===== src/rtl/vloop_comp_pkg.sv =====
`timescale 1ns/1ps
package vloop_comp_pkg;

    localparam int unsigned SIG_W     = 32;
    localparam int unsigned COEF_W    = 32;
    localparam int unsigned COEF_FRAC = 26;
    localparam int unsigned GUARD_W   = 8;
    localparam int unsigned ACC_W     = SIG_W + COEF_W + GUARD_W;
    localparam int unsigned NTAP      = 5;

    typedef enum logic [1:0] {
        ST_IDLE = 2'd0,
        ST_MAC  = 2'd1,
        ST_SAT  = 2'd2
    } comp_state_e;

    // Default loop coefficients, signed Q26 (x * 2^26, rounded)
    localparam logic signed [COEF_W-1:0] DEF_A1 =  32'sd107709727;
    localparam logic signed [COEF_W-1:0] DEF_A2 = -32'sd40600863;
    localparam logic signed [COEF_W-1:0] DEF_B0 = -32'sd828123382;
    localparam logic signed [COEF_W-1:0] DEF_B1 = -32'sd1511962706;
    localparam logic signed [COEF_W-1:0] DEF_B2 =  32'sd689879122;

endpackage


===== src/rtl/vloop_err_sub.sv =====
`timescale 1ns/1ps
module vloop_err_sub #(
    parameter int unsigned W = 32
) (
    input  logic signed [W-1:0] minuend_i,
    input  logic signed [W-1:0] subtrahend_i,
    output logic signed [W-1:0] diff_o
);

    localparam logic signed [W-1:0] POS_LIM = {1'b0, {(W-1){1'b1}}};
    localparam logic signed [W-1:0] NEG_LIM = {1'b1, {(W-1){1'b0}}};

    logic signed [W:0] wide_diff;

    always_comb begin
        wide_diff = {minuend_i[W-1], minuend_i} - {subtrahend_i[W-1], subtrahend_i};
        if (wide_diff[W] != wide_diff[W-1]) begin
            diff_o = wide_diff[W] ? NEG_LIM : POS_LIM;
        end else begin
            diff_o = wide_diff[W-1:0];
        end
    end

endmodule


===== src/rtl/vloop_mac.sv =====
`timescale 1ns/1ps
module vloop_mac #(
    parameter int unsigned CW = 32,
    parameter int unsigned SW = 32,
    parameter int unsigned AW = 72
) (
    input  logic                 clk,
    input  logic                 rst_n,
    input  logic                 clr_i,
    input  logic                 en_i,
    input  logic signed [CW-1:0] coef_i,
    input  logic signed [SW-1:0] opnd_i,
    output logic signed [AW-1:0] acc_o
);

    localparam int unsigned PW  = CW + SW;
    localparam int unsigned EXT = AW - PW;

    logic signed [PW-1:0] prod;
    logic signed [AW-1:0] prod_ext;

    always_comb begin
        prod     = coef_i * opnd_i;
        prod_ext = {{EXT{prod[PW-1]}}, prod};
    end

    always_ff @(posedge clk or negedge rst_n) begin
        if (!rst_n) begin
            acc_o <= '0;
        end else if (clr_i) begin
            acc_o <= '0;
        end else if (en_i) begin
            acc_o <= acc_o + prod_ext;
        end
    end

endmodule


===== src/rtl/vloop_hist.sv =====
`timescale 1ns/1ps
module vloop_hist #(
    parameter int unsigned W     = 32,
    parameter int unsigned DEPTH = 2
) (
    input  logic               clk,
    input  logic               rst_n,
    input  logic               shift_i,
    input  logic [W-1:0]       din_i,
    output logic [DEPTH*W-1:0] taps_o
);

    logic [W-1:0] stage [DEPTH];

    for (genvar g = 0; g < DEPTH; g++) begin : g_stage
        always_ff @(posedge clk or negedge rst_n) begin
            if (!rst_n) begin
                stage[g] <= '0;
            end else if (shift_i) begin
                if (g == 0) begin
                    stage[g] <= din_i;
                end else begin
                    stage[g] <= stage[(g == 0) ? 0 : g-1];
                end
            end
        end
        assign taps_o[g*W +: W] = stage[g];
    end

endmodule


===== src/rtl/vloop_ctrl.sv =====
`timescale 1ns/1ps
module vloop_ctrl
    import vloop_comp_pkg::*;
#(
    parameter int unsigned TAPS = 5
) (
    input  logic                     clk,
    input  logic                     rst_n,
    input  logic                     start_i,
    output logic                     cap_o,
    output logic                     acc_clr_o,
    output logic                     acc_en_o,
    output logic                     fin_o,
    output logic [$clog2(TAPS)-1:0]  tap_o
);

    localparam int unsigned IW = $clog2(TAPS);
    localparam logic [IW-1:0] LAST_TAP = IW'(TAPS - 1);

    comp_state_e state, state_nxt;
    logic [IW-1:0] tap_q;

    // state register
    always_ff @(posedge clk or negedge rst_n) begin
        if (!rst_n) begin
            state <= ST_IDLE;
        end else begin
            state <= state_nxt;
        end
    end

    // tap index
    always_ff @(posedge clk or negedge rst_n) begin
        if (!rst_n) begin
            tap_q <= '0;
        end else if (state == ST_MAC) begin
            tap_q <= tap_q + 1'b1;
        end else begin
            tap_q <= '0;
        end
    end

    // transitions
    always_comb begin
        state_nxt = state;
        unique case (state)
            ST_IDLE: if (start_i) state_nxt = ST_MAC;
            ST_MAC:  if (tap_q == LAST_TAP) state_nxt = ST_SAT;
            ST_SAT:  state_nxt = ST_IDLE;
            default: state_nxt = ST_IDLE;
        endcase
    end

    // outputs
    always_comb begin
        cap_o     = 1'b0;
        acc_clr_o = 1'b0;
        acc_en_o  = 1'b0;
        fin_o     = 1'b0;
        unique case (state)
            ST_IDLE: begin
                cap_o     = start_i;
                acc_clr_o = start_i;
            end
            ST_MAC:  acc_en_o = 1'b1;
            ST_SAT:  fin_o    = 1'b1;
            default: ;
        endcase
    end

    assign tap_o = tap_q;

endmodule


===== src/rtl/vloop_comp2p2z.sv =====
`timescale 1ns/1ps
module vloop_comp2p2z
    import vloop_comp_pkg::*;
#(
    parameter int unsigned SW   = SIG_W,
    parameter int unsigned CW   = COEF_W,
    parameter int unsigned FRAC = COEF_FRAC,
    parameter int unsigned GW   = GUARD_W
) (
    input  logic          clk,
    input  logic          rst_n,
    input  logic          start_i,
    input  logic [31:0]   vsense_i,
    input  logic [31:0]   vref_i,
    input  logic [31:0]   coef_a1_i,
    input  logic [31:0]   coef_a2_i,
    input  logic [31:0]   coef_b0_i,
    input  logic [31:0]   coef_b1_i,
    input  logic [31:0]   coef_b2_i,
    output logic [31:0]   duty_o,
    output logic          duty_valid_o
);

    localparam int unsigned AW    = SW + CW + GW;
    localparam int unsigned TAPS  = NTAP;
    localparam int unsigned IW    = $clog2(TAPS);
    localparam int unsigned HDEP  = 2;
    localparam logic [SW-1:0] DUTY_MAX = {1'b0, {(SW-1){1'b1}}};

    logic          cap, acc_clr, acc_en, fin;
    logic [IW-1:0] tap;

    logic signed [SW-1:0] err_now, err_cur;
    logic [HDEP*SW-1:0]   e_taps, u_taps;
    logic signed [SW-1:0] e_tap1, e_tap2, u_tap1, u_tap2;

    logic signed [CW-1:0] sel_coef;
    logic signed [SW-1:0] sel_opnd;
    logic signed [AW-1:0] acc;
    logic signed [AW-1:0] acc_scaled;
    logic [SW-1:0]        duty_nxt;

    vloop_ctrl #(.TAPS(TAPS)) u_ctrl (
        .clk       (clk),
        .rst_n     (rst_n),
        .start_i   (start_i),
        .cap_o     (cap),
        .acc_clr_o (acc_clr),
        .acc_en_o  (acc_en),
        .fin_o     (fin),
        .tap_o     (tap)
    );

    vloop_err_sub #(.W(SW)) u_err (
        .minuend_i    (vref_i),
        .subtrahend_i (vsense_i),
        .diff_o       (err_now)
    );

    always_ff @(posedge clk or negedge rst_n) begin
        if (!rst_n) begin
            err_cur <= '0;
        end else if (cap) begin
            err_cur <= err_now;
        end
    end

    vloop_hist #(.W(SW), .DEPTH(HDEP)) u_ehist (
        .clk     (clk),
        .rst_n   (rst_n),
        .shift_i (fin),
        .din_i   (err_cur),
        .taps_o  (e_taps)
    );

    vloop_hist #(.W(SW), .DEPTH(HDEP)) u_uhist (
        .clk     (clk),
        .rst_n   (rst_n),
        .shift_i (fin),
        .din_i   (duty_nxt),
        .taps_o  (u_taps)
    );

    assign e_tap1 = e_taps[0 +: SW];
    assign e_tap2 = e_taps[SW +: SW];
    assign u_tap1 = u_taps[0 +: SW];
    assign u_tap2 = u_taps[SW +: SW];

    // operand / coefficient selection for the shared multiplier
    always_comb begin
        unique case (tap)
            IW'(0): begin sel_coef = coef_b0_i; sel_opnd = err_cur; end
            IW'(1): begin sel_coef = coef_b1_i; sel_opnd = e_tap1;  end
            IW'(2): begin sel_coef = coef_b2_i; sel_opnd = e_tap2;  end
            IW'(3): begin sel_coef = coef_a1_i; sel_opnd = u_tap1;  end
            IW'(4): begin sel_coef = coef_a2_i; sel_opnd = u_tap2;  end
            default: begin sel_coef = '0; sel_opnd = '0; end
        endcase
    end

    vloop_mac #(.CW(CW), .SW(SW), .AW(AW)) u_mac (
        .clk    (clk),
        .rst_n  (rst_n),
        .clr_i  (acc_clr),
        .en_i   (acc_en),
        .coef_i (sel_coef),
        .opnd_i (sel_opnd),
        .acc_o  (acc)
    );

    // rescale Q57 sum to Q31 and clamp to the duty range
    always_comb begin
        acc_scaled = acc >>> FRAC;
        if (acc_scaled[AW-1]) begin
            duty_nxt = '0;
        end else if (|acc_scaled[AW-2:SW-1]) begin
            duty_nxt = DUTY_MAX;
        end else begin
            duty_nxt = acc_scaled[SW-1:0];
        end
    end

    always_ff @(posedge clk or negedge rst_n) begin
        if (!rst_n) begin
            duty_o       <= '0;
            duty_valid_o <= 1'b0;
        end else begin
            duty_valid_o <= fin;
            if (fin) begin
                duty_o <= duty_nxt;
            end
        end
    end

endmodule


===== config.mk =====
export PLATFORM = sky130hd
export DESIGN_NAME = vloop_comp2p2z
export DESIGN_NICKNAME = d
export VERILOG_FILES = /design/src/rtl/vloop_comp_pkg.sv /design/src/rtl/vloop_err_sub.sv /design/src/rtl/vloop_mac.sv /design/src/rtl/vloop_hist.sv /design/src/rtl/vloop_ctrl.sv /design/src/rtl/vloop_comp2p2z.sv
export SDC_FILE = /design/constraint.sdc
export NUM_CORES = 2
export LEC_CHECK = 0
export BUFFER_PORTS_ARGS = -buffer_cell sky130_fd_sc_hd__buf_4
export CORE_ASPECT_RATIO = 2
export CORE_UTILIZATION = 30
export CTS_BUF_LIST = sky130_fd_sc_hd__clkbuf_8
export CTS_CLUSTER_DIAMETER = 60
export CTS_CLUSTER_SIZE = 24
export DETAILED_ROUTE_END_ITERATION = 6
export GPL_ROUTABILITY_DRIVEN = 0
export HOLD_SLACK_MARGIN = 0.06
export MAX_ROUTING_LAYER = met4
export PLACE_DENSITY_LB_ADDON = 0.12
export SETUP_SLACK_MARGIN = 0.2
export SKIP_LAST_GASP = 1
export SLEW_MARGIN = 20
export SYNTH_ARGS = -nofsm -noshare
export SYNTH_HDL_FRONTEND = slang
export SYNTH_SLANG_ARGS = --single-unit

===== constraint.sdc =====
create_clock -name clk -period 16.95 [get_ports clk]
set_clock_uncertainty 0.1 [all_clocks]
set_input_delay 2.5425 -clock clk [delete_from_list [all_inputs] [get_ports clk]]
set_output_delay 2.5425 -clock clk [all_outputs]
set_load 0.005 [all_outputs]

==> impl_metrics.csv <==
group,metric,value,unit
timing,fmax,87.9,MHz
placed_design,portBuffers,259,
logic_synthesis,ys.flop_type,"dfrtp_1",
final_layout,drive_gt1_share,8.31,%
worst_setup_path,critPathKind,"reg -> reg",
clock_tree,cts_buffers,25,
floorplan,fp.dieW,304,um
floorplan,fp.dieArea,184000,um2
worst_setup_path,max_stage_delay,1.17,ns
worst_setup_path,r2r_slack,5.58,ns
clock_tree,clk_latency,0.67,ns
placed_design,dp.cells,8459,
logic_synthesis,synthTopCellsByArea,"fa_1 47%, dfrtp_1 11%, inv_1 9.3%",
worst_hold_path,min_from,"u_ehist.taps_o[57]",
logic_synthesis,synth_warnings,0,
grt,antenna_found_initial,9,
worst_setup_path,cp-end-kind,"flop",
clock_tree,cts_hold_buf,0,
logic_synthesis,synth_top_area_cell,"fa_1",
routing,routedWlPerCell,27.0,um
clock_tree,clk_pin_slew_worst_paths,0.11,ns
grt,track_usage,26.2,%
logic_synthesis,synth_common_cells,"1,360 x inv_1, 1,285 x fa_1, 1,256 x nand2_1",
timing,finalSetupViolCount,0,
worst_setup_path,crit_fanout,51,
timing,fin_crit,11.37,ns
logic_synthesis,ys_async_sr_fraction,100,%
timing,drv_slew,0,
routing,drt-vias-per-instance,5.06,
logic_synthesis,yosysTopAreaCellShare,47.1,%
run,max-cap-violations,0,
timing,whs,0.386,ns
routing,antenna_left,0,
clock_tree,cts_tree,"yes",
clock_tree,cts-resized-gates,0,
worst_setup_path,worstPathRequired,17.35,ns
worst_setup_path,path_common_cell,"fa_1",
routing,vias,43100,
final_layout,fill_cells,19100,
clock_tree,cts_setup_buffers,0,
logic_synthesis,seq_area_frac_synth,10.9,%
final_layout,nets,7929,
floorplan,core_area,181000,um2
worst_hold_path,hold_class,"reg -> reg",
logic_synthesis,synth-seq-cells,238,
floorplan,initial_core_util,30.2,%
floorplan,row_count,221,
worst_setup_path,r2r-start,"u_ctrl.tap_o[0]",
logic_synthesis,netlist_instances,6086,
logic_synthesis,synth_edf_count,0,
logic_synthesis,synth_most_common_cell,"inv_1",
grt,grt_pass1_vias,49000,
worst_setup_path,r2r-end,"u_mac.acc_o[64]",
floorplan,pin_count,260,
worst_hold_path,hold_path_end,"u_ehist.taps_o[57]",
grt,grt_pass1_wl,334,mm
routing,route.detailed.drc,0,
worst_setup_path,slowest_stage,"fa_4",
worst_setup_path,cp-start-kind,"flop",
timing,worst_slew_pin_slew,1.16,ns
clock_tree,h-tree-depth,1,
grt,grt_max_degree,92,
timing,setup_tns,0,ns
clock_tree,cts_buffer_depth,3,
floorplan,die_y,605,um
logic_synthesis,syn_nets,7870,
outcome,status,"finished clean",
clock_tree,clock-root-buffer,"clkbuf_8",
final_layout,area_delta_synth_final,9.63,%
routing,drt_iter0_markers,2477,
worst_setup_path,startpoint,"u_ctrl.tap_o[0]",
final_layout,fin_cells,8512,
logic_synthesis,avgSynthCellArea,8.97,um2
timing,slew_headroom,22.8,%
timing,min_period_over_period,67.1,%
placed_design,hpwl,185,mm
routing,wirelength,230,mm
timing,rsz0062_at_grt,"false",
clock_tree,clock_sinks,238,
logic_synthesis,synthDistinctLibCells,87,
timing,hold_viol,0,
grt,grt_overflow,0,
logic_synthesis,syn_area,54600,um2
worst_setup_path,ff2ff_path_depth,31,
worst_hold_path,holdPathStages,2,
worst_setup_path,timing.critical_path.arrival,11.77,ns
routing,first_pass_iters,7,
-- final cells by class --
type	instances	area [um2]	share of cell area [%]
multi-input cells	4153	42500	71.0
flip-flops and latches	238	5960	9.95
inverters	1361	5110	8.53
well taps	2341	2930	4.89
repair buffers	366	2760	4.60
clock buffers	25	344	0.575
clock inverters	21	225	0.376
diodes	7	17.5	0.0293
-- logic make-up after synthesis --
family | after synthesis | synth area share (%)
DFF | 238 | 10.9
muxes | 2 | 0.0367
buffers and inverters | 1695 | 11.9
and+or+nand+nor | 1821 | 13.8
adders and majority gates | 1562 | 53.4
xor gates and xnor gates | 88 | 1.41
AOI/OAI and AO/OA | 680 | 8.51
-- sequential cells by signal (all words and copies together), names as in the netlist --
name and flops:
u_mac.acc_o 72, u_ctrl.state 2, duty_valid_o 1, u_uhist.taps_o 32
err_cur 32, u_ctrl.tap_o 3, u_ehist.taps_o 64, duty_o 32
-- metrics by stage --
stage               area, um2  util (%)  worst slack, ns
global route            59900      33.1             5.06
floorplan               54600         -             5.34
finish                  59900      33.1             5.58
CTS                     59800      33.0             5.51
global placement        59300      32.7             4.98
detailed placement      59300      32.7             4.91
-- how the worst max path moves through the flow --
stage	to	slack, ns
6_report	u_mac.acc_o[64]	5.58
5_1_grt	u_mac.acc_o[60]	5.06
4_1_cts	u_mac.acc_o[64]	5.51
3_5_place_dp	u_mac.acc_o[64]	4.91
3_3_place_gp	u_mac.acc_o[64]	4.98
2_1_floorplan	u_mac.acc_o[62]	5.34
-- layer usage --
layer  track usage (%)  vias up  wire length (um)
met5                 -        -                 0
met4              17.9        0             19700
met3              2.30      563              8110
met2              51.0     1301            130000
met1              23.8    22900             71600
li1                  -    18400                 -
-- critical path: cells and delay by family (launching register included) --
family                   cells  cell delay [ns]
adder cells (fa/ha/maj)     10             5.67
buffers and inverters        9             2.08
AO/OA/AOI/OAI                6             1.41
AND/OR/NAND/NOR              5             1.21
flip-flops                   1             0.43
XOR/XNOR                     1             0.15
-- cells in the final DEF (no fill, tap or decap), types with 19 or more instances in the layout --
cell type and instances:
fa_1 1284, dfrtp_1 237, xor2_1 29, buf_4 365, a21oi_1 112, a22oi_1 74
o21a_1 41, o31ai_1 36, clkbuf_8 25, o21ai_2 28, ha_1 269, o21ai_1 24
nor2_1 281, nor2b_1 28, nor3_1 20, nand2_1 1255, inv_1 1361, nand4_1 32
a21o_1 39, a222oi_1 47, o21bai_1 19, nand3_1 39, and2_1 67, xnor2_1 59
o21ai_0 117
Power is left out: the tool's default activity adds up to more than one toggle a clock period on the data nets, which glitch-free logic cannot reach.
